### src/rtl/flo_pkg.sv
package flo_pkg;
  localparam int BUS_W = 18;
  localparam int ASM_W = 17;

  function automatic int preset_offset(input logic [2:0] idx, input int depth);
    int v;
    v = (1 << (int'(idx) + 3)) - 1;
    if (v > depth - 1) v = depth - 1;
    return v;
  endfunction

  function automatic logic [ASM_W-1:0] assemble_word(input logic [BUS_W-1:0] d,
                                                     input logic wide,
                                                     input logic ip);
    logic [ASM_W-1:0] r;
    if (!wide)   r = {8'd0, d[8:0]};
    else if (ip) r = {d[17:9], d[7:0]};
    else         r = {1'b0, d[15:0]};
    return r;
  endfunction
endpackage

### src/rtl/flo_ser.sv
module flo_ser #(
  parameter int OW = 10
) (
  input  logic          clk_i,
  input  logic          mrst_i,
  input  logic          prst_i,
  input  logic          sclk_i,
  input  logic          sen_i,
  input  logic          sdi_i,
  output logic          commit_o,
  output logic [2*OW-1:0] word_o
);
  localparam int SW   = 2 * OW;
  localparam int CNTW = $clog2(SW) + 1;
  localparam logic [CNTW-1:0] LAST = CNTW'(SW - 1);

  logic s1, s2, sen_s, sdi_s;
  logic [SW-1:0] shreg;
  logic [CNTW-1:0] cnt;
  logic take;

  assign take     = s1 & ~s2 & sen_s;
  assign word_o   = {sdi_s, shreg[SW-1:1]};
  assign commit_o = take && (cnt == LAST) && !mrst_i && !prst_i;

  always_ff @(posedge clk_i) begin
    s1    <= sclk_i;
    s2    <= s1;
    sen_s <= sen_i;
    sdi_s <= sdi_i;
    if (mrst_i || prst_i) begin
      cnt   <= '0;
      shreg <= '0;
    end else if (take) begin
      shreg <= word_o;
      cnt   <= (cnt == LAST) ? '0 : cnt + 1'b1;
    end
  end
endmodule

### src/rtl/flo_par.sv
module flo_par
  import flo_pkg::*;
#(
  parameter int OW = 10
) (
  input  logic             clk_i,
  input  logic             mrst_i,
  input  logic             prst_i,
  input  logic             ld_i,
  input  logic             wide_i,
  input  logic             ip_i,
  input  logic [BUS_W-1:0] d_i,
  output logic             wr_ae_o,
  output logic             wr_af_o,
  output logic [OW-1:0]    val_o
);
  logic             second;
  logic [ASM_W-1:0] asm_w;

  assign asm_w   = assemble_word(d_i, wide_i, ip_i);
  assign val_o   = asm_w[OW-1:0];
  assign wr_ae_o = ld_i && !second && !mrst_i && !prst_i;
  assign wr_af_o = ld_i &&  second && !mrst_i && !prst_i;

  always_ff @(posedge clk_i) begin
    if (mrst_i || prst_i) second <= 1'b0;
    else if (ld_i)        second <= ~second;
  end
endmodule

### src/rtl/flo_flag.sv
module flo_flag #(
  parameter int CW = 11,
  parameter int OW = 10
) (
  input  logic          clk_i,
  input  logic [CW-1:0] level_i,
  input  logic [OW-1:0] thr_i,
  input  logic          async_i,
  output logic          flag_o
);
  logic hit, hit_q;

  assign hit = (level_i <= CW'(thr_i));

  always_ff @(posedge clk_i) hit_q <= hit;

  assign flag_o = async_i ? hit : hit_q;
endmodule

### src/rtl/flag_offset_loader.sv
module flag_offset_loader
  import flo_pkg::*;
#(
  parameter int DEPTH = 1024,
  parameter int OW    = $clog2(DEPTH),
  parameter int CW    = $clog2(DEPTH) + 1
) (
  input  logic             clk_i,
  input  logic             mrst_i,
  input  logic             prst_i,
  input  logic [1:0]       fsel_i,
  input  logic             ld_i,
  input  logic             wide_i,
  input  logic             ip_i,
  input  logic             ae_async_i,
  input  logic             af_async_i,
  input  logic [BUS_W-1:0] d_i,
  input  logic             sclk_i,
  input  logic             sen_i,
  input  logic             sdi_i,
  input  logic [CW-1:0]    count_i,
  output logic             ae_o,
  output logic             af_o
);
  localparam logic [CW-1:0] DEPTH_C = CW'(DEPTH);

  logic wide_q, ip_q, ae_async_q, af_async_q;
  logic [OW-1:0] ae_off_q, af_off_q, preset, par_val;
  logic par_wr_ae, par_wr_af, ser_commit;
  logic [2*OW-1:0] ser_word;
  logic [CW-1:0] free_lvl;

  assign preset   = OW'(preset_offset({ld_i, fsel_i}, DEPTH));
  assign free_lvl = DEPTH_C - count_i;

  always_ff @(posedge clk_i) begin
    if (mrst_i) begin
      wide_q     <= wide_i;
      ip_q       <= ip_i;
      ae_async_q <= ae_async_i;
      af_async_q <= af_async_i;
    end
  end

  flo_par #(.OW(OW)) u_par (
    .clk_i(clk_i), .mrst_i(mrst_i), .prst_i(prst_i), .ld_i(ld_i),
    .wide_i(wide_q), .ip_i(ip_q), .d_i(d_i),
    .wr_ae_o(par_wr_ae), .wr_af_o(par_wr_af), .val_o(par_val)
  );

  flo_ser #(.OW(OW)) u_ser (
    .clk_i(clk_i), .mrst_i(mrst_i), .prst_i(prst_i), .sclk_i(sclk_i),
    .sen_i(sen_i), .sdi_i(sdi_i), .commit_o(ser_commit), .word_o(ser_word)
  );

  always_ff @(posedge clk_i) begin
    if (mrst_i) begin
      ae_off_q <= preset;
      af_off_q <= preset;
    end else if (!prst_i) begin
      if (ser_commit) begin
        ae_off_q <= ser_word[OW-1:0];
        af_off_q <= ser_word[2*OW-1:OW];
      end else begin
        if (par_wr_ae) ae_off_q <= par_val;
        if (par_wr_af) af_off_q <= par_val;
      end
    end
  end

  flo_flag #(.CW(CW), .OW(OW)) u_ae (
    .clk_i(clk_i), .level_i(count_i), .thr_i(ae_off_q),
    .async_i(ae_async_q), .flag_o(ae_o)
  );

  flo_flag #(.CW(CW), .OW(OW)) u_af (
    .clk_i(clk_i), .level_i(free_lvl), .thr_i(af_off_q),
    .async_i(af_async_q), .flag_o(af_o)
  );
endmodule

### config.mk
export PLATFORM = sky130hd
export DESIGN_NAME = flag_offset_loader
export DESIGN_NICKNAME = d
export VERILOG_FILES = /design/src/rtl/flo_pkg.sv /design/src/rtl/flo_ser.sv /design/src/rtl/flo_par.sv /design/src/rtl/flo_flag.sv /design/src/rtl/flag_offset_loader.sv
export SDC_FILE = /design/constraint.sdc
export NUM_CORES = 1
export LEC_CHECK = 0
export BUFFER_PORTS_ARGS = -buffer_cell sky130_fd_sc_hd__buf_2
export CAP_MARGIN = 25
export CORE_UTILIZATION = 57
export CTS_CLUSTER_SIZE = 28
export DETAILED_ROUTE_END_ITERATION = 8
export HOLD_SLACK_MARGIN = 0.06
export PLACE_DENSITY = 0.8
export SKIP_CTS_REPAIR_TIMING = 1
export SLEW_MARGIN = 20
export SYNTH_ARGS = -nofsm -noshare
export SYNTH_HDL_FRONTEND = slang
export SYNTH_SLANG_ARGS = --single-unit
### constraint.sdc
create_clock -name clk_i -period 2.6 [get_ports clk_i]
set_input_delay 0.13 -clock clk_i [delete_from_list [all_inputs] [get_ports clk_i]]
set_output_delay 0.13 -clock clk_i [all_outputs]
set_load 0.02 [all_outputs]
Word level (Yosys, flattened, before mapping) --
Index checks and enable logic that the tools add are counted.
Storage, ports and cells: output and inout port bits 2, bits in registers 57, input bits 42, logic and storage cells 60
Operators by class: bitwise gates (word level) 4, muxes and demuxes 14, equality and inequality tests 2, shifts and indexed selects 1, $add $sub $neg 4, $lt $le $gt $ge 3, reduce and logical (&&, ||, !) cells 17
Operators by type and width (number):
- $mux W10 | 11
- $gt A32 B11 Y1 const B | 1
- $shl A1 B4 Y32 const A | 1
- $sub A32 B2 Y32 const B | 1
- $le A11 B10 Y1 | 2
- $sub A11 B11 Y11 const A | 1
- $logic_and A1 B1 Y1 | 9
- $add A6 B1 Y6 const B | 1
- $eq A6 B5 Y1 const B | 1
- $mux W6 | 1
- $reduce_bool A3 Y1 | 2
- $add A3 B2 Y4 const B | 1
- $reduce_and A2 Y1 | 2
- $logic_not A1 Y1 | 3
- $and A1 B1 Y1 | 2
- $mux W1 | 2
- $ne A2 B2 Y1 const B | 1
- $not A1 Y1 | 2
- $logic_or A1 B1 Y1 | 1

Logic depth before layout (Yosys ltp) --
depth in word-level cells 9, gate-level depth with buffers 10, mapped depth without buffers 10

By module --
From an unflattened synthesis, not the netlist that was laid out.
Unflattened totals: cells, all modules 360, area total of the unflattened synthesis 3230.6 um2
By module, submodules not included:
- flag_offset_loader | area an instance 1377.6 um2, seq. area each 720.7 um2, instances 1, cells an instance 135
- flo_ser | area an instance 1079.8 um2, seq. area each 580.6 um2, instances 1, cells an instance 128
- flo_flag | area an instance 311.5 um2, seq. area each 20.0 um2, instances 2, cells an instance 40
- flo_par | area an instance 150.1 um2, seq. area each 20.0 um2, instances 1, cells an instance 17

Least setup slack after synthesis --
No wires, ideal clock.
kind input to output, start input port count_i[0], end output port af_o, slack 0.092 ns, arrival time 2.378 ns, buffers on the path 0, stages on the path 10, cell sequence inv_1 > ha_1 > or4b_4 > nor4_1 > xnor2_1 > ha_1 > a21oi_1 > o21ai_0 > o22a_1 > a31oi_1
Between the ends: cells in the longest elaborated chain, start to end 3
RTL lines:
- start, declared | line flag_offset_loader.sv:21 | input logic [CW-1:0] count_i,
- $sub A11 B11 Y11 | line flag_offset_loader.sv:34 | assign free_lvl = DEPTH_C - count_i;
- $le A11 B10 Y1 | line flo_flag.sv:13 | assign hit = (level_i <= CW'(thr_i));
- $mux W1 | line flo_flag.sv:17 | assign flag_o = async_i ? hit : hit_q;
- end, declared | line flag_offset_loader.sv:23 | output logic af_o
No other way between the ends.

Worst setup path in the final report --
start input port count_i[1], end output port af_o
Same word-level chain as after synthesis.

==> flow_summary_export.csv <==
group,metric,value,unit
status,outcome,"finished clean",
global_routing,antenna_found_initial,0,
floorplan,initial_core_util,59.11,%
global_routing,grt_util_met1,26.51,%
pwr,ir_worst_vdd,370.3,uV
synth,synth_area_leaders,"edfxtp_1 (24%), dfxtp_1 (21%), ha_1 (9.9%)",
hold_path,hp-start,"d_i[0]",
worst_setup_path,cp-end-kind,"output port",
floorplan,die-width,74.78,um
synth,netlist_area,3019,sq um
synth,ys_seq_elements,56,
routing,drc,0,
pwr,p_leak,1.466,nW
sta,fin_hold_ws,0.1559,ns
routing,vias,2464,
worst_setup_path,crit_start,"count_i[1]",
pwr,power,1.763,mW
clocking,cts_buffers,5,
global_routing,grt_max_degree,22,
routing,avgRoutedWirePerCell,13.57,um
floorplan,die_h,74.78,um
clocking,cts_buffer_depth,2,
global_routing,grt_use_met3,4.150,%
worst_setup_path,critPathLaunchType,"input port",
routing,finalWirelength,6146,um
global_routing,use_met2,39.94,%
worst_setup_path,worstPathRequired,2.47,ns
layout,finalNetCount,448,
worst_setup_path,path_class,"input port to output port",
synth,yosysWarnings,0,
floorplan,io_pins,44,
global_routing,grt_first_pass_wirelength,9294,um
floorplan,rows,26,
sta,layout_setup_ws,0.06717,ns
global_routing,top_usage_layer,"met2",
routing,drt_first_pass_iters,4,
floorplan,dieArea,5592,sq um
clocking,root_buffer,"clkbuf_8",
global_routing,globalRouteOverflowTotal,0,
clocking,cts_tree,"done",
worst_setup_path,cp_max_fo,4,
sta,fin_skew,0.008149,ns
sta,fin_setup_tns,0,ns
layout,num_antenna_cells,0,
synth,yosysSeqAreaShare,45.09,%
routing,antenna_left,0,
sta,maxSlewHeadroom,49.18,%
sta,setup_violations,0,
global_routing,grt_pass1_vias,2130,
synth,synthCells,335,
placement,dp_hpwl,4547,um
worst_setup_path,regToRegStartpoint,"u_ser.cnt[2]$_SDFFE_PP0P_",
placement,numPlacedInstances,437,
routing,drtIter0Drc,130,
pwr,powerDensity,500.0,nW/um^2
clocking,cts_htree_levels,2,
layout,utilization,69.03,%
placement,place.gp.congestion,0.8304,
clocking,clk_pin_slew,0.08,ns
synth,synth_top_area_share,23.87,%
synth,async_flop_share,0,%
sta,hold_violations,0,
synth,ys_types,48,
routing,vias_per_cell,5.439,
sta,tightest_slew,0.7600,ns
synth,ys.flop_type,"dfxtp_1",
placement,portBuffers,36,
worst_setup_path,worst_ep_arrival_time,2.40,ns
global_routing,groute.usage.overall,22.10,%
synth,synth_edf_count,24,
sta,fmax,394.8,MHz
floorplan,core,5107,sq um
layout,post_layout_nonfiller_instances,453,
sta,period_needed,2.533,ns
layout,syn_to_final_growth,16.78,%
synth,syn_avg_cell_area,9.012,sq um
job,drv_cap,0,
layout,stdcell_area,3526,sq um
hold_path,holdCritPathClass,"input port to flop",
layout,layout-drive-gt1-share,17.75,%
placement,dpl-instance-area,3296,sq um
synth,synth_area_leader_cell,"edfxtp_1",
placement,dpl_worst_slack,-0.01178,ns
layout,nFillCells,429,
clocking,cts.sinks,56,
sta,drv_slew,0,
clocking,clk_latency,0.30,ns
sta,period_share,97.42,%
==> synthesized netlist by cell type, types with 2 or more instances <==
master and count:
a211oi_1 3, o21a_1 2, nand3_1 3, dfxtp_1 32, xnor2_1 10, buf_2 2
nand4_1 4, xor2_1 5, nand3b_1 3, and3_1 2, o221ai_1 2, nor2_1 31
mux2i_1 3, nor3_1 13, o22a_1 4, ha_1 24, a31oi_1 2, a21o_1 2
nor4_1 3, nand2_1 53, inv_1 27, o21ai_0 12, a21oi_1 31, conb_1 2
clkbuf_1 11, edfxtp_1 24, o221a_2 4
==> cell usage in the layout (no fill, tap or decap), drive strengths merged, types with 3 or more instances in the layout <==
master       netlist  final
nand3b             3      3
ha                24     24
a21oi             31     31
xnor2             10     10
inv               27     28
nor2              31     31
nor4               3      3
nand4              4      4
nand3              3      3
dlygate4sd3        0      7
dfxtp             32     32
buf                2     44
edfxtp            24     24
o221a              4      4
o21ai             12     12
o22a               4      4
xor2               5      5
a211oi             3      3
mux2i              3      3
nor3              13     13
nand2             53     53
conb               2      4
clkbuf            11      7
==> worst max-delay path, stage by stage <==
cell      delay [ns]
buf_2           0.12
inv_1           0.08
ha_4            0.13
or4b_4          0.49
nor4_4          0.18
xnor2_1         0.16
ha_1            0.28
a21oi_2         0.16
o221ai_1        0.12
o22a_1          0.20
a31oi_1         0.18
buf_4           0.16
==> cell families after synthesis <==
group	share of synthesized area, %
AO/OA/AOI/OAI	14.84
XOR/XNOR	4.351
adder cells (fa/ha/maj)	9.946
buffers and inverters	5.056
flip-flops	45.09
multiplexers	0.9947
other	0.2487
AND/OR/NAND/NOR	19.48
==> final timing paths <==
| kind | endpoint | slack [ns] | cells after the start |
|---|---|---|---|
| setup / recovery | af_o | 0.07 | 12 |
| hold / removal | ae_off_q[0]$_DFFE_PP_ | 0.16 | 2 |
| setup reg to reg | af_off_q[5]$_DFFE_PP_ | 0.80 | 5 |
| hold reg to reg | u_ser.s2$_DFF_P_ | 0.39 | 0 |
==> registers in the layout, summed over array words and instances, names as in the netlist, 6 cells and up <==
signal and count:
u_ser.cnt 6, ae_off_q 10, af_off_q 10, u_ser.shreg 19
==> power by group <==
part	internal (mW)	switching, mW	total [mW]
sequential	0.965	0.0154	0.981
combinational	0.137	0.174	0.312
clock	0.218	0.253	0.471
total	1.32	0.443	1.76
==> area by class of cell <==
cell class,count,area (sq um),share of cell area [%]
clock buffers,7,86.33,2.449
repair buffers,51,316.6,8.978
flip-flops and latches,56,1361,38.61
clock inverters,1,6.256,0.1774
inverters,27,101.3,2.874
multi-input cells,241,1567,44.43
well taps,70,87.58,2.484
==> metal layers <==
metal | routed length [um] | part of all wire [%]
met5 | 0 | 0
met4 | 113 | 1.8
met3 | 178 | 2.9
met2 | 3198 | 52
met1 | 2655 | 43
Power figures use the tool's default switching activity.
